$ cat src/rtl/smb_alert_pkg.sv
package smb_alert_pkg;

  typedef enum logic [2:0] {
    RS_IDLE,
    RS_ADDR,
    RS_ACK,
    RS_DATA,
    RS_MACK,
    RS_WAIT
  } resp_state_e;

endpackage

$ cat src/rtl/sab_bus_cond.sv
module sab_bus_cond (
  input  logic clk,
  input  logic rst,
  input  logic scl_i,
  input  logic sda_i,
  output logic bit_rise,
  output logic bit_fall,
  output logic bus_start,
  output logic bus_stop
);
  logic scl_q, sda_q;

  always_ff @(posedge clk) begin
    if (rst) begin
      scl_q <= 1'b1;
      sda_q <= 1'b1;
    end else begin
      scl_q <= scl_i;
      sda_q <= sda_i;
    end
  end

  always_comb begin
    bit_rise  = scl_i & ~scl_q;
    bit_fall  = ~scl_i & scl_q;
    bus_start = scl_i & scl_q & sda_q & ~sda_i;
    bus_stop  = scl_i & scl_q & ~sda_q & sda_i;
  end
endmodule

$ cat src/rtl/sab_alert_ctrl.sv
module sab_alert_ctrl (
  input  logic clk,
  input  logic rst,
  input  logic irq_pending,
  input  logic int_mode,
  input  logic evt_pol,
  input  logic ara_en,
  input  logic crit,
  input  logic win,
  output logic resp_ok,
  output logic alert_pd
);
  logic irq_q;
  logic pend;
  logic asserted;

  always_ff @(posedge clk) begin
    if (rst) begin
      irq_q <= 1'b0;
      pend  <= 1'b0;
    end else begin
      irq_q <= irq_pending;
      if (!int_mode)
        pend <= irq_pending;
      else if (irq_pending && !irq_q)
        pend <= 1'b1;
      else if (win && !crit)
        pend <= 1'b0;
    end
  end

  always_comb begin
    asserted = pend | crit;
    resp_ok  = ara_en & int_mode & ~evt_pol & pend;
  end

  always_ff @(posedge clk) begin
    if (rst) alert_pd <= 1'b0;
    else     alert_pd <= evt_pol ? ~asserted : asserted;
  end

  AST_CLEAR_ONLY_ON_WIN: assert property (@(posedge clk) disable iff (rst)
    ($past(int_mode) && $fell(pend)) |-> $past(win));
  AST_CRIT_KEEPS_ALERT: assert property (@(posedge clk) disable iff (rst)
    $past(crit) |-> (alert_pd != $past(evt_pol)));
endmodule

$ cat src/rtl/sab_resp_fsm.sv
module sab_resp_fsm
  import smb_alert_pkg::*;
#(
  parameter int ADDR_W  = 7,
  parameter int STRAP_W = 3,
  parameter logic [ADDR_W-1:0] ARA_ADDR = 7'h0C,
  parameter logic [ADDR_W-STRAP_W-1:0] DEV_HI = 4'b0011
) (
  input  logic               clk,
  input  logic               rst,
  input  logic               sda_i,
  input  logic               bit_rise,
  input  logic               bit_fall,
  input  logic               bus_start,
  input  logic               bus_stop,
  input  logic               bus_tmo,
  input  logic               resp_ok,
  input  logic [STRAP_W-1:0] strap,
  output logic               sda_pd,
  output logic               win
);
  localparam int BYTE_W = ADDR_W + 1;
  localparam int CNT_W  = $clog2(BYTE_W);
  localparam logic [CNT_W-1:0]  LAST_BIT = CNT_W'(BYTE_W - 1);
  localparam logic [BYTE_W-1:0] ARA_BYTE = {ARA_ADDR, 1'b1};

  resp_state_e       state;
  logic [CNT_W-1:0]  cnt;
  logic [BYTE_W-1:0] sh;
  logic [BYTE_W-1:0] tx;
  logic [BYTE_W-1:0] reply;
  logic              byte_done;
  logic              seen_rise;

  assign reply = {DEV_HI, strap, 1'b0};

  always_ff @(posedge clk) begin
    if (rst) begin
      state     <= RS_IDLE;
      cnt       <= '0;
      sh        <= '0;
      tx        <= '0;
      byte_done <= 1'b0;
      seen_rise <= 1'b0;
      sda_pd    <= 1'b0;
      win       <= 1'b0;
    end else begin
      win <= 1'b0;
      if (bus_tmo || bus_stop) begin
        state  <= RS_IDLE;
        sda_pd <= 1'b0;
      end else if (bus_start) begin
        state     <= RS_ADDR;
        cnt       <= '0;
        byte_done <= 1'b0;
        seen_rise <= 1'b0;
        sda_pd    <= 1'b0;
      end else begin
        case (state)
          RS_ADDR: begin
            if (bit_rise) begin
              sh  <= {sh[BYTE_W-2:0], sda_i};
              cnt <= cnt + CNT_W'(1);
              if (cnt == LAST_BIT) byte_done <= 1'b1;
            end else if (bit_fall && byte_done) begin
              byte_done <= 1'b0;
              if (sh == ARA_BYTE && resp_ok) begin
                state  <= RS_ACK;
                sda_pd <= 1'b1;
              end else begin
                state <= RS_WAIT;
              end
            end
          end
          RS_ACK: begin
            if (bit_rise) begin
              seen_rise <= 1'b1;
            end else if (bit_fall && seen_rise) begin
              seen_rise <= 1'b0;
              state     <= RS_DATA;
              cnt       <= '0;
              tx        <= reply;
              sda_pd    <= ~reply[BYTE_W-1];
            end
          end
          RS_DATA: begin
            if (bit_rise) begin
              if (!sda_pd && !sda_i) begin
                state <= RS_WAIT;
              end else begin
                seen_rise <= 1'b1;
                cnt       <= cnt + CNT_W'(1);
                if (cnt == LAST_BIT) begin
                  byte_done <= 1'b1;
                  win       <= 1'b1;
                end
              end
            end else if (bit_fall && seen_rise) begin
              seen_rise <= 1'b0;
              if (byte_done) begin
                byte_done <= 1'b0;
                state     <= RS_MACK;
                sda_pd    <= 1'b0;
              end else begin
                tx     <= tx << 1;
                sda_pd <= ~tx[BYTE_W-2];
              end
            end
          end
          RS_MACK: begin
            if (bit_rise) state <= RS_WAIT;
          end
          default: ;
        endcase
      end
    end
  end

  AST_STOP_RELEASES: assert property (@(posedge clk) disable iff (rst)
    bus_stop |=> !sda_pd);
  AST_ACK_NEEDS_OK: assert property (@(posedge clk) disable iff (rst)
    (state == RS_ACK && $past(state) == RS_ADDR) |-> $past(resp_ok));
  AST_LOSS_STOPS: assert property (@(posedge clk) disable iff (rst)
    (state == RS_DATA && bit_rise && !sda_pd && !sda_i && !bus_tmo)
      |=> (state == RS_WAIT && !win && !sda_pd));
endmodule

$ cat src/rtl/smb_alert_responder.sv
module smb_alert_responder #(
  parameter int ADDR_W  = 7,
  parameter int STRAP_W = 3,
  parameter logic [ADDR_W-1:0] ARA_ADDR = 7'h0C,
  parameter logic [ADDR_W-STRAP_W-1:0] DEV_HI = 4'b0011
) (
  input  logic               clk,
  input  logic               rst,
  input  logic               scl_i,
  input  logic               sda_i,
  input  logic [STRAP_W-1:0] strap_i,
  input  logic               irq_pending_i,
  input  logic               int_mode_i,
  input  logic               evt_pol_i,
  input  logic               ara_en_i,
  input  logic               crit_i,
  input  logic               bus_tmo_i,
  output logic               sda_pd_o,
  output logic               alert_pd_o
);
  logic bit_rise, bit_fall, bus_start, bus_stop;
  logic resp_ok, win;

  sab_bus_cond u_cond (
    .clk(clk), .rst(rst), .scl_i(scl_i), .sda_i(sda_i),
    .bit_rise(bit_rise), .bit_fall(bit_fall),
    .bus_start(bus_start), .bus_stop(bus_stop)
  );

  sab_resp_fsm #(
    .ADDR_W(ADDR_W), .STRAP_W(STRAP_W), .ARA_ADDR(ARA_ADDR), .DEV_HI(DEV_HI)
  ) u_fsm (
    .clk(clk), .rst(rst), .sda_i(sda_i),
    .bit_rise(bit_rise), .bit_fall(bit_fall),
    .bus_start(bus_start), .bus_stop(bus_stop), .bus_tmo(bus_tmo_i),
    .resp_ok(resp_ok), .strap(strap_i),
    .sda_pd(sda_pd_o), .win(win)
  );

  sab_alert_ctrl u_alert (
    .clk(clk), .rst(rst), .irq_pending(irq_pending_i),
    .int_mode(int_mode_i), .evt_pol(evt_pol_i), .ara_en(ara_en_i),
    .crit(crit_i), .win(win), .resp_ok(resp_ok), .alert_pd(alert_pd_o)
  );

  AST_DRIVE_WHILE_LOW: assert property (@(posedge clk) disable iff (rst)
    $rose(sda_pd_o) |-> !$past(scl_i));
endmodule

$ cat config.mk
export PLATFORM = sky130hd
export DESIGN_NAME = smb_alert_responder
export DESIGN_NICKNAME = d
export VERILOG_FILES = /design/src/rtl/smb_alert_pkg.sv /design/src/rtl/sab_bus_cond.sv /design/src/rtl/sab_alert_ctrl.sv /design/src/rtl/sab_resp_fsm.sv /design/src/rtl/smb_alert_responder.sv
export SDC_FILE = /design/constraint.sdc
export NUM_CORES = 1
export LEC_CHECK = 0
export BUFFER_PORTS_ARGS = -buffer_cell sky130_fd_sc_hd__buf_2
export CORE_MARGIN = 2
export CORE_UTILIZATION = 30
export CTS_BUF_LIST = sky130_fd_sc_hd__clkbuf_16
export DETAILED_ROUTE_END_ITERATION = 6
export GPL_TIMING_DRIVEN = 0
export PLACE_DENSITY_LB_ADDON = 0.05
export SLEW_MARGIN = 25
export SYNTH_ARGS = -nofsm -noshare
export SYNTH_HDL_FRONTEND = slang
export SYNTH_SLANG_ARGS = --single-unit
$ cat constraint.sdc
create_clock -name clk -period 1.6 [get_ports clk]
set_input_delay 0.24 -clock clk [delete_from_list [all_inputs] [get_ports clk]]
set_output_delay 0.24 -clock clk [all_outputs]
set_load 0.03 [all_outputs]
==> metrics.yaml <==
outcome: "complete, but fails checks"
failed_checks: "negative setup slack"
arrival_ns: 1.79
grtUsageTotal: 0.156
gp_congestion: 0.913
drv_slew: 0
crit_fanout: 5
yosysMostFrequentCell: "dfxtp_1"
finalHoldViolCount: 0
async_flop_share: 0
grt_max_degree: 11
port_buffers: 13
power_density_nw_per_um2: 919
routed_wl_um: 4140
synth_top_area_frac: 0.378
die_w_um: 75.6
hold_path_depth: 2
worstSetupStartpointType: "flip-flop"
drtIter0Drc: 56
crit_buf_inv: 0
insertion_delay_ns: 0.27
worstPathCellList: "nand2b_4 -> or3_4 -> a32oi_4 -> nor3_2 -> a2111oi_2"
wire_per_inst_um: 14.6
r2r-end: "u_fsm.state[0]$_SDFFE_PP0P_"
ctsHoldBuffers: 0
antenna_found_initial: 0
timing.rr.start: "u_fsm.state[2]$_SDFFE_PP0P_"
min_to: "u_alert.irq_q$_SDFF_PP0_"
slowest_delay_ns: 0.35
cellLeakagePower_nw: 0.775
finalCriticalPeriod_ns: 1.63
ant_nets: 0
synthesis.nets: 197
area_delta_synth_final_pct: 35.9
final_nets: 227
grt_pass1_vias: 1348
coreArea_sq_um: 5010
synthCells: 182
yosysWarnings: 0
numCtsBuffers: 5
rsz0062_at_grt: "yes"
synth.largest_area_cell: "dfxtp_1"
slowest_stage: "dfxtp_4"
vias: 1463
clock_skew_ns: 0.00284
clk_path_buf_depth: 2
io_pins: 15
tightest_slew_ns: 0.493
cts.sinks: 29
ys_top_cells_by_area: "dfxtp_1 (38%), mux2i_1 (7.2%), nor2_1 (5.9%), nor3_1 (3.6%), nand2_1 (3.4%)"
finalPower_mw: 1.92
first_pass_iters: 4
start_util: 0.307
clk_pin_slew_worst_paths_ns: 0.05
r2r_slack_ns: -0.03
core.rowCount: 26
ys_ff_latch: 29
netlist_area_sq_um: 1540
post-route-period-util: 1.02
maxCapViolations: 0
max_freq_ghz: 0.614
synth-edff-count: 0
slew_headroom: 0.671
cts_tree: "built"
grt.overflow.total: 0
drive_gt1_frac: 0.347
root_buffer: "clkbuf_16"
route.detailed.drc: 0
dieArea_sq_um: 5710
ys_seq_area_frac: 0.378
peakVddDrop_mv: 0.535
dp_hpwl_um: 2790
final_util: 0.417
die_h_um: 75.6
grt_pass1_wl_um: 6670
setup_viol: 2
worstHoldStart: "irq_pending_i"
netlist_top_cells_count: "dfxtp_1 (29), nor2_1 (24), nand2_1 (14), mux2i_1 (11), nor3_1 (11)"
critPathTopFamily: "compound AO/OA/AOI/OAI gates"
worstSetupPathType: "reg2reg"
fin_hold_ws_ns: 0.201
avgSynthCellArea_sq_um: 8.45
place_ws_ns: -0.313
viasPerCell: 5.17
dpl-instance-area_sq_um: 1690
r2r_cells: 5
min-delay-path-class: "in2reg"
synth_cell_type_count: 48
setup_ws_ns: -0.0276
synth-main-ff-cell: "dfxtp_1"
worstPathRequired_ns: 1.77
htreeDepth: 2
critPathCaptureType: "flip-flop"
n_antenna_cell: 0
fin_area_sq_um: 2090
-- timing repair --
item | CTS | global route
setup endpoints to repair | 22 | 19
setup buffers | 6 | 7
cloned | 0 | 0
pin swaps | 6 | 8
resized for setup | 12 | 27
-- logic make-up after synthesis --
| group | after synthesis | share of synthesized area |
|---|---|---|
| AOI/OAI and AO/OA | 39 | 0.181 |
| buffers and inverters | 14 | 0.0391 |
| adders and majority gates | 2 | 0.0163 |
| and+or+nand+nor | 86 | 0.309 |
| DFF | 29 | 0.378 |
| muxes | 11 | 0.0716 |
| xor gates and xnor gates | 1 | 0.00570 |
-- state kept, by name, summed over array words and instances (netlist names) --
signal	count
u_fsm.cnt	3
u_alert.irq_q	1
u_cond.scl_q	1
u_alert.pend	1
u_fsm.seen_rise	1
u_cond.sda_q	1
u_fsm.state	3
u_fsm.sda_pd	1
u_fsm.byte_done	1
u_fsm.sh	8
u_fsm.win	1
u_fsm.tx	6
u_alert.alert_pd	1
-- per-layer routing --
metal	share of wire	wire length, um	track usage
met4	0.022	90	0.0682
met1	0.45	1870	0.205
met3	0.031	130	0.0357
met5	0	0	0
met2	0.49	2050	0.246
-- how the worst max path moves through the flow --
stage,start,end,slack (ns),cells past startpoint
3_3_place_gp,sda_i,u_fsm.sh[5]$_SDFFE_PP0P_,-0.29,6
2_1_floorplan,u_fsm.state[2]$_SDFFE_PP0P_,u_fsm.state[0]$_SDFFE_PP0P_,0.004,6
4_1_cts,u_fsm.state[2]$_SDFFE_PP0P_,u_fsm.state[0]$_SDFFE_PP0P_,-0.04,5
5_1_grt,u_fsm.state[2]$_SDFFE_PP0P_,u_fsm.state[0]$_SDFFE_PP0P_,-0.12,5
6_report,u_fsm.state[2]$_SDFFE_PP0P_,u_fsm.state[0]$_SDFFE_PP0P_,-0.03,5
3_5_place_dp,sda_i,u_fsm.sh[1]$_SDFFE_PP0P_,-0.31,6
-- metrics by stage --
stage                     std cells  TNS, ns
after floorplan                 182        0
after global placement          265    -4.27
after detailed placement        265    -4.65
after CTS                       276  -0.0382
after global routing            283   -0.355
final                           283  -0.0490
-- worst register-to-register path, delay by kind of cell, from the launching register on --
kind,cells,cell delay (ns)
flops,1,0.35
compound gates,2,0.61
simple gates,3,0.56
-- report_power, final --
part	internal, mW	switching (mW)
Clock	0.721	0.312
Combinational	0.0605	0.0870
Sequential	0.733	0.00826
Total	1.51	0.407
-- cell type report --
cell class	count	area (sq um)
multi-input cells	139	1010
repair buffers	26	179
clock inverters	3	37.5
inverters	2	7.51
well taps	70	87.6
fillers	554	2920
flip-flops and latches	29	592
clock buffers	5	125
plain buffers	9	55.1
-- placed cells by master, fill, tap and decap left out, types with 2 or more instances in the layout --
| cell | synthesis | layout |
|---|---|---|
| nand2b_1 | 5 | 4 |
| nor3_2 | 0 | 3 |
| nand3_1 | 6 | 5 |
| inv_1 | 2 | 3 |
| clkbuf_16 | 0 | 5 |
| a211oi_1 | 2 | 2 |
| nor2b_1 | 4 | 3 |
| buf_2 | 3 | 14 |
| nor2_1 | 24 | 22 |
| ha_1 | 2 | 2 |
| dfxtp_1 | 29 | 24 |
| a21oi_1 | 8 | 7 |
| o21ai_0 | 6 | 5 |
| nand2_1 | 14 | 14 |
| nor2_2 | 0 | 2 |
| nand2b_4 | 1 | 2 |
| nor4b_2 | 0 | 2 |
| or2_2 | 3 | 3 |
| mux2i_1 | 11 | 11 |
| dfxtp_4 | 0 | 2 |
| buf_4 | 1 | 11 |
| buf_6 | 0 | 3 |
| nor3_1 | 11 | 8 |
| dfxtp_2 | 0 | 3 |
| a311oi_1 | 3 | 3 |
| clkbuf_1 | 8 | 4 |
| a31oi_1 | 6 | 5 |
Note: power is estimated with default switching activity, not from simulation.
